File: src/rtl/swd_host_pkg.sv
package swd_host_pkg;
  typedef enum logic [1:0] {
    ST_OK    = 2'b00,
    ST_WAIT  = 2'b01,
    ST_FAULT = 2'b10,
    ST_ERR   = 2'b11
  } xfer_status_e;

  typedef enum logic [3:0] {
    PH_IDLE, PH_HDR, PH_TRN_A, PH_ACK, PH_TRN_B,
    PH_WDATA, PH_RDATA, PH_TRN_C, PH_PAD, PH_DONE
  } phase_e;

  localparam logic [2:0] ACK_OK    = 3'b001;
  localparam logic [2:0] ACK_WAIT  = 3'b010;
  localparam logic [2:0] ACK_FAULT = 3'b100;
  localparam int unsigned HDR_W    = 8;
endpackage

File: src/rtl/swd_hdr_build.sv
module swd_hdr_build
  import swd_host_pkg::*;
(
  input  logic             ap_i,
  input  logic             read_i,
  input  logic [1:0]       addr_i,
  output logic [HDR_W-1:0] hdr_o,
  output logic             silent_o
);
  logic par;
  assign par      = ^{ap_i, read_i, addr_i};
  // park, stop, parity, a3, a2, read, ap, start (bit 0 first on wire)
  assign hdr_o    = {1'b1, 1'b0, par, addr_i[1], addr_i[0], read_i, ap_i, 1'b1};
  // target-select write: no reply from target
  assign silent_o = !ap_i && !read_i && (addr_i == 2'b11);
endmodule

File: src/rtl/swd_ack_decode.sv
module swd_ack_decode
  import swd_host_pkg::*;
(
  input  logic [2:0]   ack_i,
  output xfer_status_e status_o
);
  always_comb begin
    unique case (ack_i)
      ACK_OK:    status_o = ST_OK;
      ACK_WAIT:  status_o = ST_WAIT;
      ACK_FAULT: status_o = ST_FAULT;
      default:   status_o = ST_ERR;
    endcase
  end
endmodule

File: src/rtl/swd_host_xfer.sv
module swd_host_xfer
  import swd_host_pkg::*;
#(
  parameter int unsigned DATA_W = 32,
  parameter int unsigned IDLE_W = 8
) (
  input  logic              clk_i,
  input  logic              rst_ni,
  input  logic              req_valid_i,
  output logic              req_ready_o,
  input  logic              req_ap_i,
  input  logic              req_read_i,
  input  logic [1:0]        req_addr_i,
  input  logic [DATA_W-1:0] req_wdata_i,
  input  logic [IDLE_W-1:0] idle_cycles_i,
  output logic              rsp_valid_o,
  output logic [1:0]        rsp_status_o,
  output logic [DATA_W-1:0] rsp_rdata_o,
  output logic              swclk_en_o,
  output logic              swdio_o,
  output logic              swdio_oe_o,
  input  logic              swdio_i
);
  localparam int unsigned SH_W = DATA_W + 1;
  localparam int unsigned CW   = $clog2(SH_W + 1);

  phase_e            phase_q;
  logic [CW-1:0]     cnt_q;
  logic [SH_W-1:0]   sh_q;
  logic [1:0]        ack_q;
  logic [IDLE_W-1:0] pad_q;
  logic [DATA_W-1:0] wdata_q;
  logic              ap_q, rd_q, silent_q;
  xfer_status_e      status_q;

  logic [HDR_W-1:0]  hdr;
  logic              silent;
  logic [2:0]        ack_next;
  xfer_status_e      ack_status;
  logic [SH_W-1:0]   rd_next;
  logic              want_pad;

  swd_hdr_build u_hdr (
    .ap_i    (req_ap_i),
    .read_i  (req_read_i),
    .addr_i  (req_addr_i),
    .hdr_o   (hdr),
    .silent_o(silent)
  );

  assign ack_next = {swdio_i, ack_q};

  swd_ack_decode u_ack (
    .ack_i   (ack_next),
    .status_o(ack_status)
  );

  assign rd_next  = {swdio_i, sh_q[SH_W-1:1]};
  assign want_pad = ap_q && (status_q == ST_OK) && (pad_q != '0);

  always_ff @(posedge clk_i or negedge rst_ni) begin
    if (!rst_ni) begin
      phase_q  <= PH_IDLE;
      cnt_q    <= '0;
      sh_q     <= '0;
      ack_q    <= '0;
      pad_q    <= '0;
      wdata_q  <= '0;
      ap_q     <= 1'b0;
      rd_q     <= 1'b0;
      silent_q <= 1'b0;
      status_q <= ST_OK;
    end else begin
      unique case (phase_q)
        PH_IDLE: if (req_valid_i) begin
          ap_q     <= req_ap_i;
          rd_q     <= req_read_i;
          silent_q <= silent;
          pad_q    <= idle_cycles_i;
          wdata_q  <= req_wdata_i;
          sh_q     <= {{(SH_W-HDR_W){1'b0}}, hdr};
          cnt_q    <= CW'(HDR_W - 1);
          status_q <= ST_OK;
          phase_q  <= PH_HDR;
        end
        PH_HDR: begin
          sh_q <= sh_q >> 1;
          if (cnt_q == '0) phase_q <= PH_TRN_A;
          else cnt_q <= cnt_q - 1'b1;
        end
        PH_TRN_A: begin
          cnt_q   <= CW'(2);
          phase_q <= PH_ACK;
        end
        PH_ACK: begin
          ack_q <= ack_next[2:1];
          if (cnt_q == '0) begin
            status_q <= silent_q ? ST_OK : ack_status;
            if (!silent_q && rd_q && ack_status == ST_OK) begin
              cnt_q   <= CW'(DATA_W);
              phase_q <= PH_RDATA;
            end else begin
              phase_q <= PH_TRN_B;
            end
          end else begin
            cnt_q <= cnt_q - 1'b1;
          end
        end
        PH_TRN_B: begin
          if (!rd_q && status_q == ST_OK) begin
            sh_q    <= {^wdata_q, wdata_q};
            cnt_q   <= CW'(DATA_W);
            phase_q <= PH_WDATA;
          end else begin
            phase_q <= PH_DONE;
          end
        end
        PH_WDATA: begin
          sh_q <= sh_q >> 1;
          if (cnt_q == '0) begin
            pad_q   <= pad_q - 1'b1;
            phase_q <= want_pad ? PH_PAD : PH_DONE;
          end else begin
            cnt_q <= cnt_q - 1'b1;
          end
        end
        PH_RDATA: begin
          sh_q <= rd_next;
          if (cnt_q == '0) begin
            if (^rd_next) status_q <= ST_ERR;
            phase_q <= PH_TRN_C;
          end else begin
            cnt_q <= cnt_q - 1'b1;
          end
        end
        PH_TRN_C: begin
          pad_q   <= pad_q - 1'b1;
          phase_q <= want_pad ? PH_PAD : PH_DONE;
        end
        PH_PAD: begin
          if (pad_q == '0) phase_q <= PH_DONE;
          else pad_q <= pad_q - 1'b1;
        end
        PH_DONE: phase_q <= PH_IDLE;
        default: phase_q <= PH_IDLE;
      endcase
    end
  end

  assign req_ready_o  = (phase_q == PH_IDLE);
  assign rsp_valid_o  = (phase_q == PH_DONE);
  assign rsp_status_o = status_q;
  assign rsp_rdata_o  = sh_q[DATA_W-1:0];
  assign swclk_en_o   = (phase_q != PH_IDLE) && (phase_q != PH_DONE);
  assign swdio_oe_o   = !(phase_q inside {PH_TRN_A, PH_ACK, PH_TRN_B, PH_RDATA, PH_TRN_C});
  assign swdio_o      = (phase_q == PH_HDR || phase_q == PH_WDATA) ? sh_q[0] : 1'b0;
endmodule

File: config.mk
export PLATFORM = sky130hd
export DESIGN_NAME = swd_host_xfer
export DESIGN_NICKNAME = d
export VERILOG_FILES = /design/src/rtl/swd_host_pkg.sv /design/src/rtl/swd_hdr_build.sv /design/src/rtl/swd_ack_decode.sv /design/src/rtl/swd_host_xfer.sv
export SDC_FILE = /design/constraint.sdc
export NUM_CORES = 1
export LEC_CHECK = 0
export BUFFER_PORTS_ARGS = -buffer_cell sky130_fd_sc_hd__buf_2
export CORE_MARGIN = 4
export CORE_UTILIZATION = 60
export DETAILED_ROUTE_END_ITERATION = 10
export PLACE_DENSITY = 0.84
export SLEW_MARGIN = 20
export SYNTH_ARGS = -nofsm -noshare
export SYNTH_HDL_FRONTEND = slang
export SYNTH_HIERARCHICAL = 1
export SYNTH_SLANG_ARGS = --single-unit
File: constraint.sdc
create_clock -name clk_i -period 5.2 [get_ports clk_i]
set_clock_uncertainty 0.1 [all_clocks]
set_input_delay 0.26 -clock clk_i [delete_from_list [all_inputs] [get_ports clk_i]]
set_output_delay 0.26 -clock clk_i [all_outputs]
set_load 0.005 [all_outputs]
==> flow_summary.json, run 1 <==
{
  "clk_latency_ps": 370,
  "initial_utilization_pct": 62.4,
  "outcome": "complete, no violations",
  "min_to": "wdata_q[25]",
  "fin_crit_sh_pct": 59.7,
  "syn_to_final_growth_pct": 7.79,
  "fin_tns_setup_ps": 0,
  "fin_nets": 645,
  "cts_buffers": 9,
  "worstPathMaxFanout": 65,
  "synth-seq-cells": 90,
  "max_freq_ghz": 0.322,
  "diodes": 0,
  "core-area_sq_mm": 0.00881,
  "required_ps": 5310,
  "max_stage_delay_ps": 740,
  "leakage_uw": 0.00262,
  "setup.worst_path.end_class": "flop",
  "dpl-instance-area_sq_mm": 0.00562,
  "dr.pass1.iters": 5,
  "num_vias": 4294,
  "synth_area_leaders": "dfrtp_1 (41%), xnor2_1 (7.8%), buf_4 (5.7%)",
  "clk_pin_slew_ps": 100,
  "synth_ff_type": "dfrtp_1",
  "hold_viol_final": 0,
  "postCtsSetupBuffers": 0,
  "holdPathStages": 2,
  "max_cap_violations": 0,
  "synthCells": 552,
  "drive_gt1_share_pct": 21.9,
  "worst_pin_slew_ps": 962,
  "num_rows": 34,
  "finalCriticalPeriod_ps": 3110,
  "ys_types": 62,
  "clockRootBuffer": "clkbuf_8",
  "ir_worst_vdd_mv": 0.338,
  "synth_top_area_share_pct": 41.0,
  "synth_area_per_cell_sq_um": 9.95,
  "cts_max_path_buffers": 2,
  "gr-total-overflow": 0,
  "dieHeight_um": 104,
  "cts_tree": "done",
  "grt_max_degree": 66,
  "synth_edf_count": 0,
  "numPortBuffers": 86,
  "min_from": "req_wdata_i[25]",
  "cts.repair.resized": 0,
  "die_x_um": 104,
  "yosysWarnings": 6,
  "place_congestion": 0.837,
  "critPathKind": "reg2reg",
  "finalSetupViolCount": 0,
  "slew_headroom_pct": 35.6,
  "maxSlewViolCount": 0,
  "finalPower_uw": 4460,
  "hold_path.class": "in2reg",
  "grt_first_pass_wirelength_um": 21500,
  "synth_area_leader_cell": "dfrtp_1",
  "syn_area_sq_mm": 0.00549,
  "r2r_end": "sh_q[21]",
  "drt_iter0_markers": 337,
  "hpwl_um": 9140,
  "async_flop_share_pct": 100,
  "r2r-start": "phase_q[0]",
  "reg2regPathDepth": 6,
  "die_area_sq_mm": 0.0107,
  "via_per_inst": 6.08,
  "drc": 0,
  "cts_htree_levels": 3,
  "grt_pass1_vias": 4280,
  "rrSetupSlack_ps": 2090,
  "wl_per_cell_um": 18.3,
  "startpoint_type": "flop",
  "final_area_sq_mm": 0.00592,
  "antenna_found_initial": 0,
  "rsz0062_at_grt": "no",
  "p_per_area_mw_per_mm2": 753,
  "cts.sinks": 90,
  "wl_um": 12900,
  "yosysSeqAreaShare_pct": 41.0,
  "arrival_ps": 3220,
  "io_pins": 87,
  "detail-route-antenna-nets": 0,
  "slowest_stage": "dfrtp_1",
  "path_cells": "or2_1 > nor3_4 > nand2_2 > o2bb2ai_4 > buf_4 > o21ai_0",
  "gr-usage-all-layers_pct": 24.4
}
==> placed cells by master (no fill, tap or decap), types with 17 or more instances in the layout <==
master | synthesis | routed
a22oi_1 | 26 | 26
o21ai_1 | 32 | 32
nor2_1 | 32 | 32
buf_2 | 11 | 85
nand2_1 | 55 | 54
o21ai_0 | 24 | 24
a21oi_1 | 18 | 17
mux2_1 | 27 | 27
dfrtp_1 | 90 | 90
xnor2_1 | 49 | 49
==> critical path, delay by kind of cell (launching register included) <==
kind | cells | cell delay, ps
AND/OR/NAND/NOR | 3 | 1220
flip-flops | 1 | 740
buffers and inverters | 1 | 500
AO/OA/AOI/OAI | 2 | 370
==> layer usage <==
metal	GRT usage, %	wire [um]	part of all wire (%)	up-vias
li1	-	-	-	1978
met1	33.6	5610	43	2097
met2	37.9	6040	47	192
met3	5.47	972	7.5	27
met4	9.12	290	2.2	0
met5	0	0	0	-
==> logic make-up after synthesis <==
logic type / Yosys count / share of synthesized area [%]
AO/OA/AOI/OAI: 134 / 15.7
XOR/XNOR: 65 / 11.3
adder cells (fa/ha/maj): 4 / 0.911
buffers and inverters: 80 / 9.82
flip-flops: 90 / 41.0
multiplexers: 42 / 8.68
other: 2 / 0.137
AND/OR/NAND/NOR: 135 / 12.4
==> per-stage QoR <==
step	util (%)	hold slack [ps]	worst slack [ps]	instances
3_5_place_dp	63.8	106	2190	680
3_3_place_gp	63.8	97.4	2270	680
2_1_floorplan	-	-136	3110	553
5_1_grt	67.2	0.388	1880	706
6_report	67.2	9.71	2090	706
4_1_cts	67.0	0.505	2160	704
==> power breakdown <==
| group | internal (uW) | switching, uW | leakage, uW |
|---|---|---|---|
| logic | 1260 | 1280 | 0.00139 |
| registers | 1000 | 426 | 0.00113 |
| clock network | 228 | 263 | 0.0000979 |
| total | 2490 | 1970 | 0.00262 |
==> synthesized netlist by cell type, types with 4 or more instances <==
cell and instances:
nor2b_1 4, mux2_2 10, buf_6 9, ha_1 4
a21oi_1 18, nand2b_1 8, nand3_1 5, o21ai_0 24
a222oi_1 8, nand2_1 55, nor3_1 7, inv_1 9
mux2_1 27, dfrtp_1 90, buf_4 42, nor2_1 32
clkbuf_1 7, a22oi_1 26, xnor2_1 49, xor2_1 12
buf_2 11, o21ai_1 32, a31oi_1 4
==> final cells by class <==
| type | instances | area, sq um |
|---|---|---|
| clock buffer | 10 | 128 |
| clock inverter | 6 | 72.6 |
| fill | 658 | 2890 |
| inverter | 9 | 33.8 |
| multi-input combinational | 383 | 2740 |
| sequential | 90 | 2250 |
| tap | 108 | 135 |
| timing repair buffer | 100 | 563 |
==> worst max path at each step <==
stage               cells past startpoint  startpoint  slack [ps]        to
CTS                                     6  phase_q[0]        2160  sh_q[21]
detailed placement                      6  phase_q[0]        2190  sh_q[21]
global placement                        7  phase_q[0]        2270  sh_q[32]
finish                                  6  phase_q[0]        2090  sh_q[21]
floorplan                               9    ack_q[0]        3110  cnt_q[4]
global route                            7  phase_q[0]        1880  sh_q[32]
==> timing repair <==
action                                 4_1_cts  5_1_grt
hold buffers                                 8        2
setup endpoints to repair                    0        0
endpoints found under the hold margin       35        2
==> registers in the layout, summed over array words and instances (netlist names) <==
| signal | count |
|---|---|
| sh_q | 33 |
| wdata_q | 32 |
| pad_q | 8 |
| cnt_q | 6 |
| phase_q | 4 |
| ack_q | 2 |
| rsp_status_o | 2 |
| ap_q | 1 |
| rd_q | 1 |
| silent_q | 1 |
Power figures use the tool's default switching activity.
==> run 2, diff against run 1 <==
- CORE_UTILIZATION: 60 -> 52
- PLACE_DENSITY: 0.84 -> 0.77
- clock period: 5.2 -> 2.6 ns (I/O delays scaled with it)
==> run 2 against run 1 <==
  * Non-clock buffer count rose by 41
  * Fmax rose by 35%
  * Largest cell class unchanged
  * Sequential share of layout area fell by 2.9 points
  * Design area grew 8.1%
  * Die area rose by 14%
  * Largest power group unchanged
==> flow_summary.json, run 2 (synthesized netlist as in run 1, its figures left out) <==
{
  "numPortBuffers": 86,
  "startpoint_type": "flop",
  "r2r_end": "pad_q[7]",
  "grt_max_degree": 49,
  "fill_cells": 824,
  "fin_tns_setup_ps": 0,
  "cts.repair.resized": 0,
  "dp_slack_ps": 359,
  "cts_htree_levels": 3,
  "drt_iter0_markers": 430,
  "num_vias": 4392,
  "fin_nets": 686,
  "syn_to_final_growth_pct": 16.5,
  "slowest_stage": "dfrtp_1",
  "clockRootBuffer": "clkbuf_8",
  "initial_utilization_pct": 53.2,
  "top_regs": "sh_q x33, wdata_q x32, pad_q x8",
  "leakage_uw": 0.00282,
  "maxSlewViolCount": 0,
  "diodes": 0,
  "place_congestion": 0.914,
  "worst_pin_slew_ps": 643,
  "dp.cells": 717,
  "ctsHoldBuffers": 42,
  "clk_pin_slew_ps": 90,
  "multi_input_area_sq_mm": 0.00274,
  "ir_worst_vdd_mv": 0.930,
  "core-area_sq_mm": 0.0103,
  "cts.sinks": 90,
  "grt_pass1_vias": 4297,
  "setup.worst_path.end_class": "flop",
  "detail-route-antenna-nets": 0,
  "holdPathStages": 3,
  "hold_viol_final": 0,
  "gr-usage-all-layers_pct": 21.6,
  "clk_latency_ps": 380,
  "critPathKind": "reg2reg",
  "die_x_um": 111,
  "largest_register_ffs": 33,
  "num_rows": 37,
  "cts_buffers": 9,
  "layout_commonest_cell": "dfrtp_1",
  "io_pins": 87,
  "max_stage_delay_ps": 410,
  "postCtsSetupBuffers": 0,
  "fin_crit_sh_pct": 88.2,
  "fin_ws_ps": 306,
  "rrSetupSlack_ps": 310,
  "r2r-start": "cnt_q[0]",
  "slew_headroom_pct": 56.8,
  "arrival_ps": 2490,
  "reg2regPathDepth": 8,
  "min_from": "req_addr_i[1]",
  "path_cells": "inv_1 > ha_1 > nor2b_1 > a21oi_1 > o22ai_1 > nand2_1 > o21ai_0 > o2bb2ai_1",
  "dieHeight_um": 111,
  "rsz0062_at_grt": "no",
  "final_core_util_pct": 62.0,
  "via_per_inst": 5.67,
  "die_area_sq_mm": 0.0123,
  "cts_max_path_buffers": 2,
  "drive_gt1_share_pct": 22.1,
  "cts_tree": "done",
  "outcome": "complete, no violations",
  "worstPathMaxFanout": 15,
  "hold_path.class": "in2reg",
  "max_cap_violations": 0,
  "gr-total-overflow": 0,
  "p_per_area_mw_per_mm2": 1430,
  "required_ps": 2800,
  "wl_um": 13000,
  "hpwl_um": 9330,
  "max_freq_ghz": 0.436,
  "min_to": "sh_q[4]",
  "wl_per_cell_um": 16.8,
  "antenna_found_initial": 0,
  "finalCriticalPeriod_ps": 2290,
  "grt_first_pass_wirelength_um": 21800,
  "largest_register": "sh_q",
  "regArea_sq_mm": 0.00225,
  "dr.pass1.iters": 7,
  "finalSetupViolCount": 0,
  "drc": 0,
  "final_cell_count_no_fill": 775,
  "final_cell_mix": "dfrtp_1 (90), buf_2 (85), nand2_1 (54)"
}
run 2: cell types whose count changed in the layout (fill, tap and decap cells not counted):
cell | before | now
buf_12 | 0 | 1
clkbuf_1 | 1 | 0
clkinv_2 | 0 | 1
dlygate4sd3_1 | 10 | 42
buf_4 | 5 | 13
clkinvlp_4 | 1 | 0
clkinv_4 | 1 | 0
bufinv_16 | 1 | 3
run 2: worst max path at each step:
stage               startpoint       end  slack, ps  cells after the start
finish                cnt_q[0]  pad_q[7]        310                      8
detailed placement  phase_q[3]  pad_q[7]        360                      6
global placement      ack_q[0]  cnt_q[4]        420                      8
CTS                   ack_q[0]  cnt_q[4]        340                      8
global route          cnt_q[0]  pad_q[7]        160                      8
floorplan             ack_q[0]  cnt_q[4]        510                      9
run 2: layout make-up:
cell class / count / area share, %
Sequential cell: 90 / 35.2
Tap cell: 136 / 2.66
Timing Repair Buffer: 141 / 15.1
Clock buffer: 9 / 1.94
Multi-Input combinational cell: 383 / 42.7
Inverter: 9 / 0.528
Clock inverter: 7 / 1.90
run 2: per-layer routing:
metal / vias to the layer above / routed length, um / track usage [%]
li1: 2068 / - / -
met5: - / 0 / 0
met2: 129 / 6160 / 33.7
met1: 2174 / 5950 / 30.2
met3: 21 / 664 / 4.53
met4: 0 / 261 / 7.06
run 2: where the power goes:
group	switching [uW]	total, uW	leakage (uW)	internal, uW
Sequential	753	2760	0.00113	2000
Clock	531	1180	0.000125	647
Combinational	2600	5210	0.00157	2610
Total	3890	9150	0.00282	5260
run 2: critical path, delay by kind of cell (launching register included):
kind,cells,cell delay [ps]
compound gates,4,840
fa+ha+maj,1,200
buf+inv,1,90
flops,1,410
simple gates,2,580
run 2: metrics by stage:
step                      instance area (sq um)  hold WS (ps)  power [uW]
after floorplan                            5500          -266        6990
after global routing                       6400          21.8        9810
final                                      6400          16.1        9150
after detailed placement                   5730           100        7950
after CTS                                  6400          3.23        9190
after global placement                     5730           100        7760
